File: src/rtl/sdram_init_pkg.sv
package sdram_init_pkg;

  // command pins packed as {cs_n, ras_n, cas_n, we_n}
  typedef enum logic [3:0] {
    CMD_LOAD_MODE = 4'b0000,
    CMD_AUTO_REF  = 4'b0001,
    CMD_PRE_ALL   = 4'b0010,
    CMD_NOP       = 4'b0111
  } sdram_cmd_e;

  // next step the sequencer issues when its timer expires
  typedef enum logic [2:0] {
    STEP_PRE,
    STEP_REF,
    STEP_MODE,
    STEP_FINISH,
    STEP_IDLE
  } init_step_e;

  localparam int PRE_ALL_BIT = 10;
  localparam logic [2:0] CL_FALLBACK = 3'b010;
  localparam logic [2:0] BL_FALLBACK = 3'b000;

endpackage

File: src/rtl/mode_word_encoder.sv
module mode_word_encoder #(
  parameter int ADDR_W = 12
) (
  input  logic [2:0]        burst_len,
  input  logic              interleave,
  input  logic [2:0]        cas_lat,
  input  logic              single_write,
  output logic [ADDR_W-1:0] word,
  output logic              illegal
);
  import sdram_init_pkg::*;

  logic       cl_ok;
  logic       bl_ok;
  logic [2:0] cl_eff;
  logic [2:0] bl_eff;

  always_comb begin
    cl_ok = (cas_lat == 3'b010) || (cas_lat == 3'b011);
    unique case (burst_len)
      3'b000, 3'b001, 3'b010, 3'b011: bl_ok = 1'b1;
      3'b111:                         bl_ok = !interleave;
      default:                        bl_ok = 1'b0;
    endcase
    cl_eff  = cl_ok ? cas_lat : CL_FALLBACK;
    bl_eff  = bl_ok ? burst_len : BL_FALLBACK;
    illegal = !(cl_ok && bl_ok);
  end

  // low ten bits carry fields; everything above is reserved and zero
  generate
    if (ADDR_W > 10) begin : g_reserved_hi
      assign word[ADDR_W-1:10] = '0;
    end
  endgenerate
  assign word[9:0] = {single_write, 2'b00, cl_eff, interleave, bl_eff};

endmodule

File: src/rtl/init_wait_timer.sv
module init_wait_timer #(
  parameter int          CNT_W     = 8,
  parameter logic [CNT_W-1:0] RESET_VAL = '0
) (
  input  logic             clk,
  input  logic             rst,
  input  logic             load,
  input  logic [CNT_W-1:0] load_val,
  output logic             expired
);
  logic [CNT_W-1:0] cnt_q;

  always_ff @(posedge clk) begin
    if (rst) begin
      cnt_q <= RESET_VAL;
    end else if (load) begin
      cnt_q <= load_val;
    end else if (cnt_q != '0) begin
      cnt_q <= cnt_q - 1'b1;
    end
  end

  assign expired = (cnt_q == '0);

endmodule

File: src/rtl/sdram_powerup_seq.sv
module sdram_powerup_seq #(
  parameter int ADDR_W        = 12,
  parameter int BA_W          = 2,
  parameter int DQM_W         = 2,
  parameter int CLK_MHZ       = 100,
  parameter int SETTLE_US     = 200,
  parameter int REFRESH_COUNT = 2,
  parameter int T_RP          = 3,
  parameter int T_RFC         = 7,
  parameter int T_MRD         = 2,
  parameter bit MRS_FIRST     = 1'b0
) (
  input  logic              clk,
  input  logic              rst,
  input  logic [2:0]        cfg_burst_len,
  input  logic              cfg_interleave,
  input  logic [2:0]        cfg_cas_lat,
  input  logic              cfg_single_write,
  output logic              sd_cke,
  output logic [DQM_W-1:0]  sd_dqm,
  output logic              sd_cs_n,
  output logic              sd_ras_n,
  output logic              sd_cas_n,
  output logic              sd_we_n,
  output logic [BA_W-1:0]   sd_ba,
  output logic [ADDR_W-1:0] sd_addr,
  output logic              init_done,
  output logic              config_error
);
  import sdram_init_pkg::*;

  localparam int SETTLE_CYC = (CLK_MHZ * SETTLE_US < 1) ? 1 : CLK_MHZ * SETTLE_US;
  localparam int REF_N      = (REFRESH_COUNT < 2) ? 2 : REFRESH_COUNT;
  localparam int RP_C       = (T_RP  < 1) ? 1 : T_RP;
  localparam int RFC_C      = (T_RFC < 1) ? 1 : T_RFC;
  localparam int MRD_C      = (T_MRD < 1) ? 1 : T_MRD;
  localparam int MAX_GAP    = (RP_C > RFC_C) ? ((RP_C > MRD_C) ? RP_C : MRD_C)
                                             : ((RFC_C > MRD_C) ? RFC_C : MRD_C);
  localparam int MAX_WAIT   = (SETTLE_CYC > MAX_GAP) ? SETTLE_CYC : MAX_GAP;
  localparam int CNT_W      = $clog2(MAX_WAIT + 1);
  localparam int REF_W      = $clog2(REF_N + 1);
  localparam logic [CNT_W-1:0] SETTLE_LD = CNT_W'(SETTLE_CYC);
  localparam logic [CNT_W-1:0] GAP_RP    = CNT_W'(RP_C - 1);
  localparam logic [CNT_W-1:0] GAP_RFC   = CNT_W'(RFC_C - 1);
  localparam logic [CNT_W-1:0] GAP_MRD   = CNT_W'(MRD_C - 1);
  localparam logic [REF_W-1:0] REF_LAST  = REF_W'(REF_N - 1);

  init_step_e        step_q;
  logic [REF_W-1:0]  ref_cnt_q;
  logic [3:0]        cmd_q;
  logic [ADDR_W-1:0] addr_q;
  logic              done_q;
  logic              err_q;

  logic              tmr_expired;
  logic              tmr_load;
  logic [CNT_W-1:0]  tmr_load_val;
  logic [ADDR_W-1:0] mode_word;
  logic              mode_illegal;

  mode_word_encoder #(.ADDR_W(ADDR_W)) i_mode_enc (
    .burst_len    (cfg_burst_len),
    .interleave   (cfg_interleave),
    .cas_lat      (cfg_cas_lat),
    .single_write (cfg_single_write),
    .word         (mode_word),
    .illegal      (mode_illegal)
  );

  init_wait_timer #(.CNT_W(CNT_W), .RESET_VAL(SETTLE_LD)) i_timer (
    .clk      (clk),
    .rst      (rst),
    .load     (tmr_load),
    .load_val (tmr_load_val),
    .expired  (tmr_expired)
  );

  // gap to the next command is loaded as the command is issued
  always_comb begin
    tmr_load = tmr_expired && (step_q != STEP_IDLE);
    unique case (step_q)
      STEP_PRE:  tmr_load_val = GAP_RP;
      STEP_REF:  tmr_load_val = GAP_RFC;
      STEP_MODE: tmr_load_val = GAP_MRD;
      default:   tmr_load_val = '0;
    endcase
  end

  always_ff @(posedge clk) begin
    if (rst) begin
      step_q    <= STEP_PRE;
      ref_cnt_q <= '0;
      cmd_q     <= CMD_NOP;
      addr_q    <= '0;
      done_q    <= 1'b0;
      err_q     <= 1'b0;
    end else begin
      cmd_q  <= CMD_NOP;
      addr_q <= '0;
      if (tmr_expired) begin
        unique case (step_q)
          STEP_PRE: begin
            cmd_q               <= CMD_PRE_ALL;
            addr_q[PRE_ALL_BIT] <= 1'b1;
            step_q              <= MRS_FIRST ? STEP_MODE : STEP_REF;
          end
          STEP_REF: begin
            cmd_q     <= CMD_AUTO_REF;
            ref_cnt_q <= ref_cnt_q + 1'b1;
            if (ref_cnt_q == REF_LAST) begin
              step_q <= MRS_FIRST ? STEP_FINISH : STEP_MODE;
            end
          end
          STEP_MODE: begin
            cmd_q  <= CMD_LOAD_MODE;
            addr_q <= mode_word;
            err_q  <= mode_illegal;
            step_q <= MRS_FIRST ? STEP_REF : STEP_FINISH;
          end
          STEP_FINISH: begin
            done_q <= 1'b1;
            step_q <= STEP_IDLE;
          end
          default: ;
        endcase
      end
    end
  end

  assign sd_cke       = 1'b1;
  assign sd_dqm       = '1;
  assign {sd_cs_n, sd_ras_n, sd_cas_n, sd_we_n} = cmd_q;
  assign sd_ba        = '0;
  assign sd_addr      = addr_q;
  assign init_done    = done_q;
  assign config_error = err_q;

endmodule

File: config.mk
export PLATFORM = sky130hd
export DESIGN_NAME = sdram_powerup_seq
export DESIGN_NICKNAME = d
export VERILOG_FILES = /design/src/rtl/sdram_init_pkg.sv /design/src/rtl/mode_word_encoder.sv /design/src/rtl/init_wait_timer.sv /design/src/rtl/sdram_powerup_seq.sv
export SDC_FILE = /design/constraint.sdc
export NUM_CORES = 1
export LEC_CHECK = 0
export ABC_CLOCK_PERIOD_IN_PS = 3800
export BUFFER_PORTS_ARGS = -buffer_cell sky130_fd_sc_hd__buf_2
export CAP_MARGIN = 40
export CORE_MARGIN = 5
export CORE_UTILIZATION = 35
export DETAILED_ROUTE_END_ITERATION = 10
export SYNTH_ARGS = -nofsm -noshare
export SYNTH_HDL_FRONTEND = slang
export SYNTH_SLANG_ARGS = --single-unit
export TNS_END_PERCENT = 10
File: constraint.sdc
create_clock -name clk -period 3.8 [get_ports clk]
set_clock_uncertainty 0.2 [all_clocks]
set_input_delay 0.76 -clock clk [delete_from_list [all_inputs] [get_ports clk]]
set_output_delay 0.76 -clock clk [all_outputs]
set_load 0.02 [all_outputs]
==> results.txt <==
* Status: completed
- Prior to clock tree synthesis, the placed netlist has a worst setup slack of 1.447 ns.
* Combined area of the multi-input logic cells: 873.3 um2
* DR iter-0 viols: 99
* Cell area after placement: 1763 um2
* Mean area per synthesized cell: 9.283 um2
* Clk root buf: clkbuf_8
* Count of cells along the worst hold path: 1
- Warning count from the yosys run: 0
- Detailed placer's ending HPWL: 2384 um
- The finished cells cover 1869 um2.
- Power spent charging and discharging nets: 0.0002087 W
* Maximum count of clock buffers along a single path: 2
- Minimum clock period: 2.394 ns
* Post-CTS sizing: 0
- Of the available clock period, the critical path in the final layout requires 63.01%.
* Pre-Repair DR Iteration Count: 4
- The max-slew violation count was 0.
- For this run, the top clock speed supported by timing is 417.7 MHz.
* Initial core utilization: 35.65%
- Clk_lat worst skew: 0.29 ns
* VDD IR-drop max: 0.0001368 V
- The layer flagged by global routing as most heavily used is met2.
- Number of distinct library cells after synthesis: 51
- Width of the die: 78.90 um
- The post-route netlist has 20.40% of its cells at a drive strength greater than 1.
* Layout net count: 213
- The first global-routing pass estimated 5871 um of wire.
- Buffers inserted to repair hold after CTS numbered 0.
- Measured in cells, the most critical reg-to-reg path has a length of 6.
- Cell area after technology mapping: 1662 um2
- Synthesis-to-finish area growth: 12.50%
* Logic gate share of total power: 11.6%
- The number of global-route vias before repair came to 1,267.
* Antenna violations before repair: 0
- Unrepaired setup endpoints after global routing: false
* # Post-CTS Setup Buffers: 0
- Relative max-transition margin: 53.34%
* Capture instance of the worst register-to-register path: sd_addr[10]
* Clk network pwr share: 39.6%
- Filler Cell Count: 461
- Async set-or-reset flop fraction in the synthesized netlist: 0%
* Die height: 78.90 um
- Largest net degree at the start of global routing: 27
- Dividing the detail-routed wire length by the instance count gives 13.23 um.
- Die area: 6225 um2
- Cell Rows: 25
* Sequential power share: 48.8%
- The clock drives 34 sinks.
- Clock tree from TritonCTS: yes
* Predominant post-synthesis flop cell: dfxtp_1
- The completed layout was analyzed and its total power is 0.0008112 W.
- Critical path type: reg2reg
* Total Routing Usage GR: 12.21%
* Number of maximum-capacitance violations: 0
- For hold timing, the worst endpoint is init_done.
- Yosys mapped a number of flops with a built-in enable equal to 0.
- Category of the worst setup path capture point: register
- IO Pins: 33
- Critical path data arrival time: 2.40 ns
* Number of flip-flops and latches in the synthesized netlist: 34
* Placeable core area: 4661 um2
* Placed Instances: 247
* Worst min-delay path startpoint: init_done
* Crit Reg-Reg Startpoint: i_timer.cnt_q[0]
- The detail route stage leaves a number of antenna-violating nets equal to 0.
- Of all nets on the critical path, the largest fanout is 13.
* Area taken by flip-flops and latches: 680.7 um2
- Clock-pin slew was measured on the worst setup and hold paths at 0.07 ns.
- The H-tree was split into 2 levels.
- Met3 Usage GRT: 4.535%
* Vias per std cell: 5.267
- Final cell count without fillers: 255
- The internal power of the cells totals 0.0006025 W.
- Met1 global-route usage: 14.73%
- Startpoint type of the worst setup path: register
* Required time at the endpoint of the critical path: 3.81 ns
* Diodes inserted: 0
- Number of design rule violations left after detail routing: 0
- For the pin with the worst max-slew slack, the measured transition is 0.6936 ns.
- Power per unit of standard cell area: 434.0 nW/um2
* Residual overflow from global routing: 0
* Count of input and output buffers: 23
* Register area share after synthesis: 40.96%
- For this design the static power due to leakage is 0.7412 nW.
- In the synthesized netlist, the number of instances is 179.
- The total count of hold-check failures in the final report is 0.
- Hold crit path type: reg2reg
- The setup check on the worst reg-to-reg path leaves a slack of 1.41 ns.
- For the final routed database, the setup TNS stands at 0 ns.
* Number of buffers created by CTS: 5
- Number of failing setup endpoints in the final timing report: 0
- The final layout contains routed wiring with a total length of 3374 um.
* GP Congestion: 0.8080
- Net switching is 25.72% of the power.
- Routed vias: 1,343
* Final setup margin: 1.406 ns
- Met2 Track Usage GR: 18.51%
kinds of logic (layout without fill, tap and decap cells):
family	after synthesis	in the layout	synth area share [%]
AOI/OAI and AO/OA	35	35	13.78
xor gates and xnor gates	5	5	2.635
adders and majority gates	3	3	2.259
buffers and inverters	24	38	8.282
DFF	34	34	40.96
muxes	2	2	1.506
other	2	10	0.4520
and+or+nand+nor	74	74	30.12
metrics by stage:
stage          hold WS, ns  utilization, %
2_1_floorplan       0.2632               -
3_3_place_gp        0.2604           37.83
3_5_place_dp        0.2532           37.83
4_1_cts             0.2692           40.11
6_report            0.2602           40.11
5_1_grt             0.3026           40.11
sequential cells by signal, indices dropped and copies added (netlist names):
register / cells
cmd_q: 3
config_error: 1
i_timer.cnt_q: 15
init_done: 1
ref_cnt_q: 2
sd_addr: 9
step_q: 3
worst max path at each step:
| stage | startpoint | to | slack, ns |
|---|---|---|---|
| after detailed placement | i_timer.cnt_q[0] | sd_addr[10] | 1.45 |
| after global placement | i_timer.cnt_q[0] | sd_addr[10] | 1.53 |
| after CTS | i_timer.cnt_q[0] | sd_addr[10] | 1.40 |
| after floorplan | rst | ref_cnt_q[0] | 1.83 |
| final | i_timer.cnt_q[0] | sd_addr[10] | 1.41 |
| after global routing | i_timer.cnt_q[0] | sd_addr[10] | 1.02 |
worst max-delay path: stages, from the launching register on:
cell     delay [ns]
dfxtp_1        0.36
inv_1          0.10
ha_1           0.19
nor4b_1        0.31
nand4_1        0.50
nor3_1         0.42
nor3b_1        0.24
cell type report:
cell class	instances	area share (%)
multi-input cells	129	46.72
clock inverters	1	1.606
well taps	54	3.614
clock buffers	7	4.083
inverters	7	1.406
repair buffers	23	6.158
flip-flops and latches	34	36.41
power groups by stage:
stage | clock network (W) | registers, W | logic, W
floorplan | 0 | 0.000396 | 0.0000861
global placement | 0 | 0.000404 | 0.0000946
detailed placement | 0 | 0.000404 | 0.0000938
CTS | 0.000333 | 0.000396 | 0.0000947
global route | 0.000350 | 0.000400 | 0.000107
finish | 0.000321 | 0.000396 | 0.0000942
cell usage after synthesis (all sizes together), types with 2 or more instances:
cell	instances	share of area (%)
dfxtp	34	41
buf	14	6.0
nand2	13	2.9
nor2	11	2.5
a21oi	10	3.0
nor3	9	4.0
o21ai	8	2.4
inv	6	1.4
nand3	6	2.6
nor4	6	3.9
nand4	5	2.8
nor3b	5	2.9
xor2	5	2.6
a211oi	4	1.8
or4	4	2.0
a31oi	3	1.1
clkbuf	3	0.68
ha	3	2.3
nor2b	3	1.1
and2	2	0.75
and3	2	0.75
and4	2	1.1
conb	2	0.45
o211ai	2	0.90
o31ai	2	0.90
or3	2	0.75
layer usage:
layer | part of all wire (%) | routed length [um] | vias up
li1 | - | - | 675
met1 | 46 | 1565 | 613
met2 | 43 | 1453 | 49
met3 | 7.9 | 265 | 6
met4 | 2.7 | 90 | 0
met5 | 0 | 0 | -
cells in the final DEF, fill, tap and decap left out, types with 2 or more instances in the layout:
master	instances
dfxtp_1	34
buf_2	23
nand2_1	13
nor2_1	11
a21oi_1	10
conb_1	10
inv_1	6
nor3_1	6
o21ai_0	5
xor2_1	5
nand3_1	5
clkbuf_8	5
nand4_1	4
nor3b_1	4
a211oi_1	4
nor2b_1	3
a31oi_1	3
o21ai_1	3
nor4_1	3
or4_1	3
ha_1	3
nor3_2	2
nor4_2	2
and4_1	2
and3_1	2
or3_1	2
and2_1	2
o211ai_1	2
o31ai_1	2
clkbuf_1	2
(Power assumes the default switching activity.)
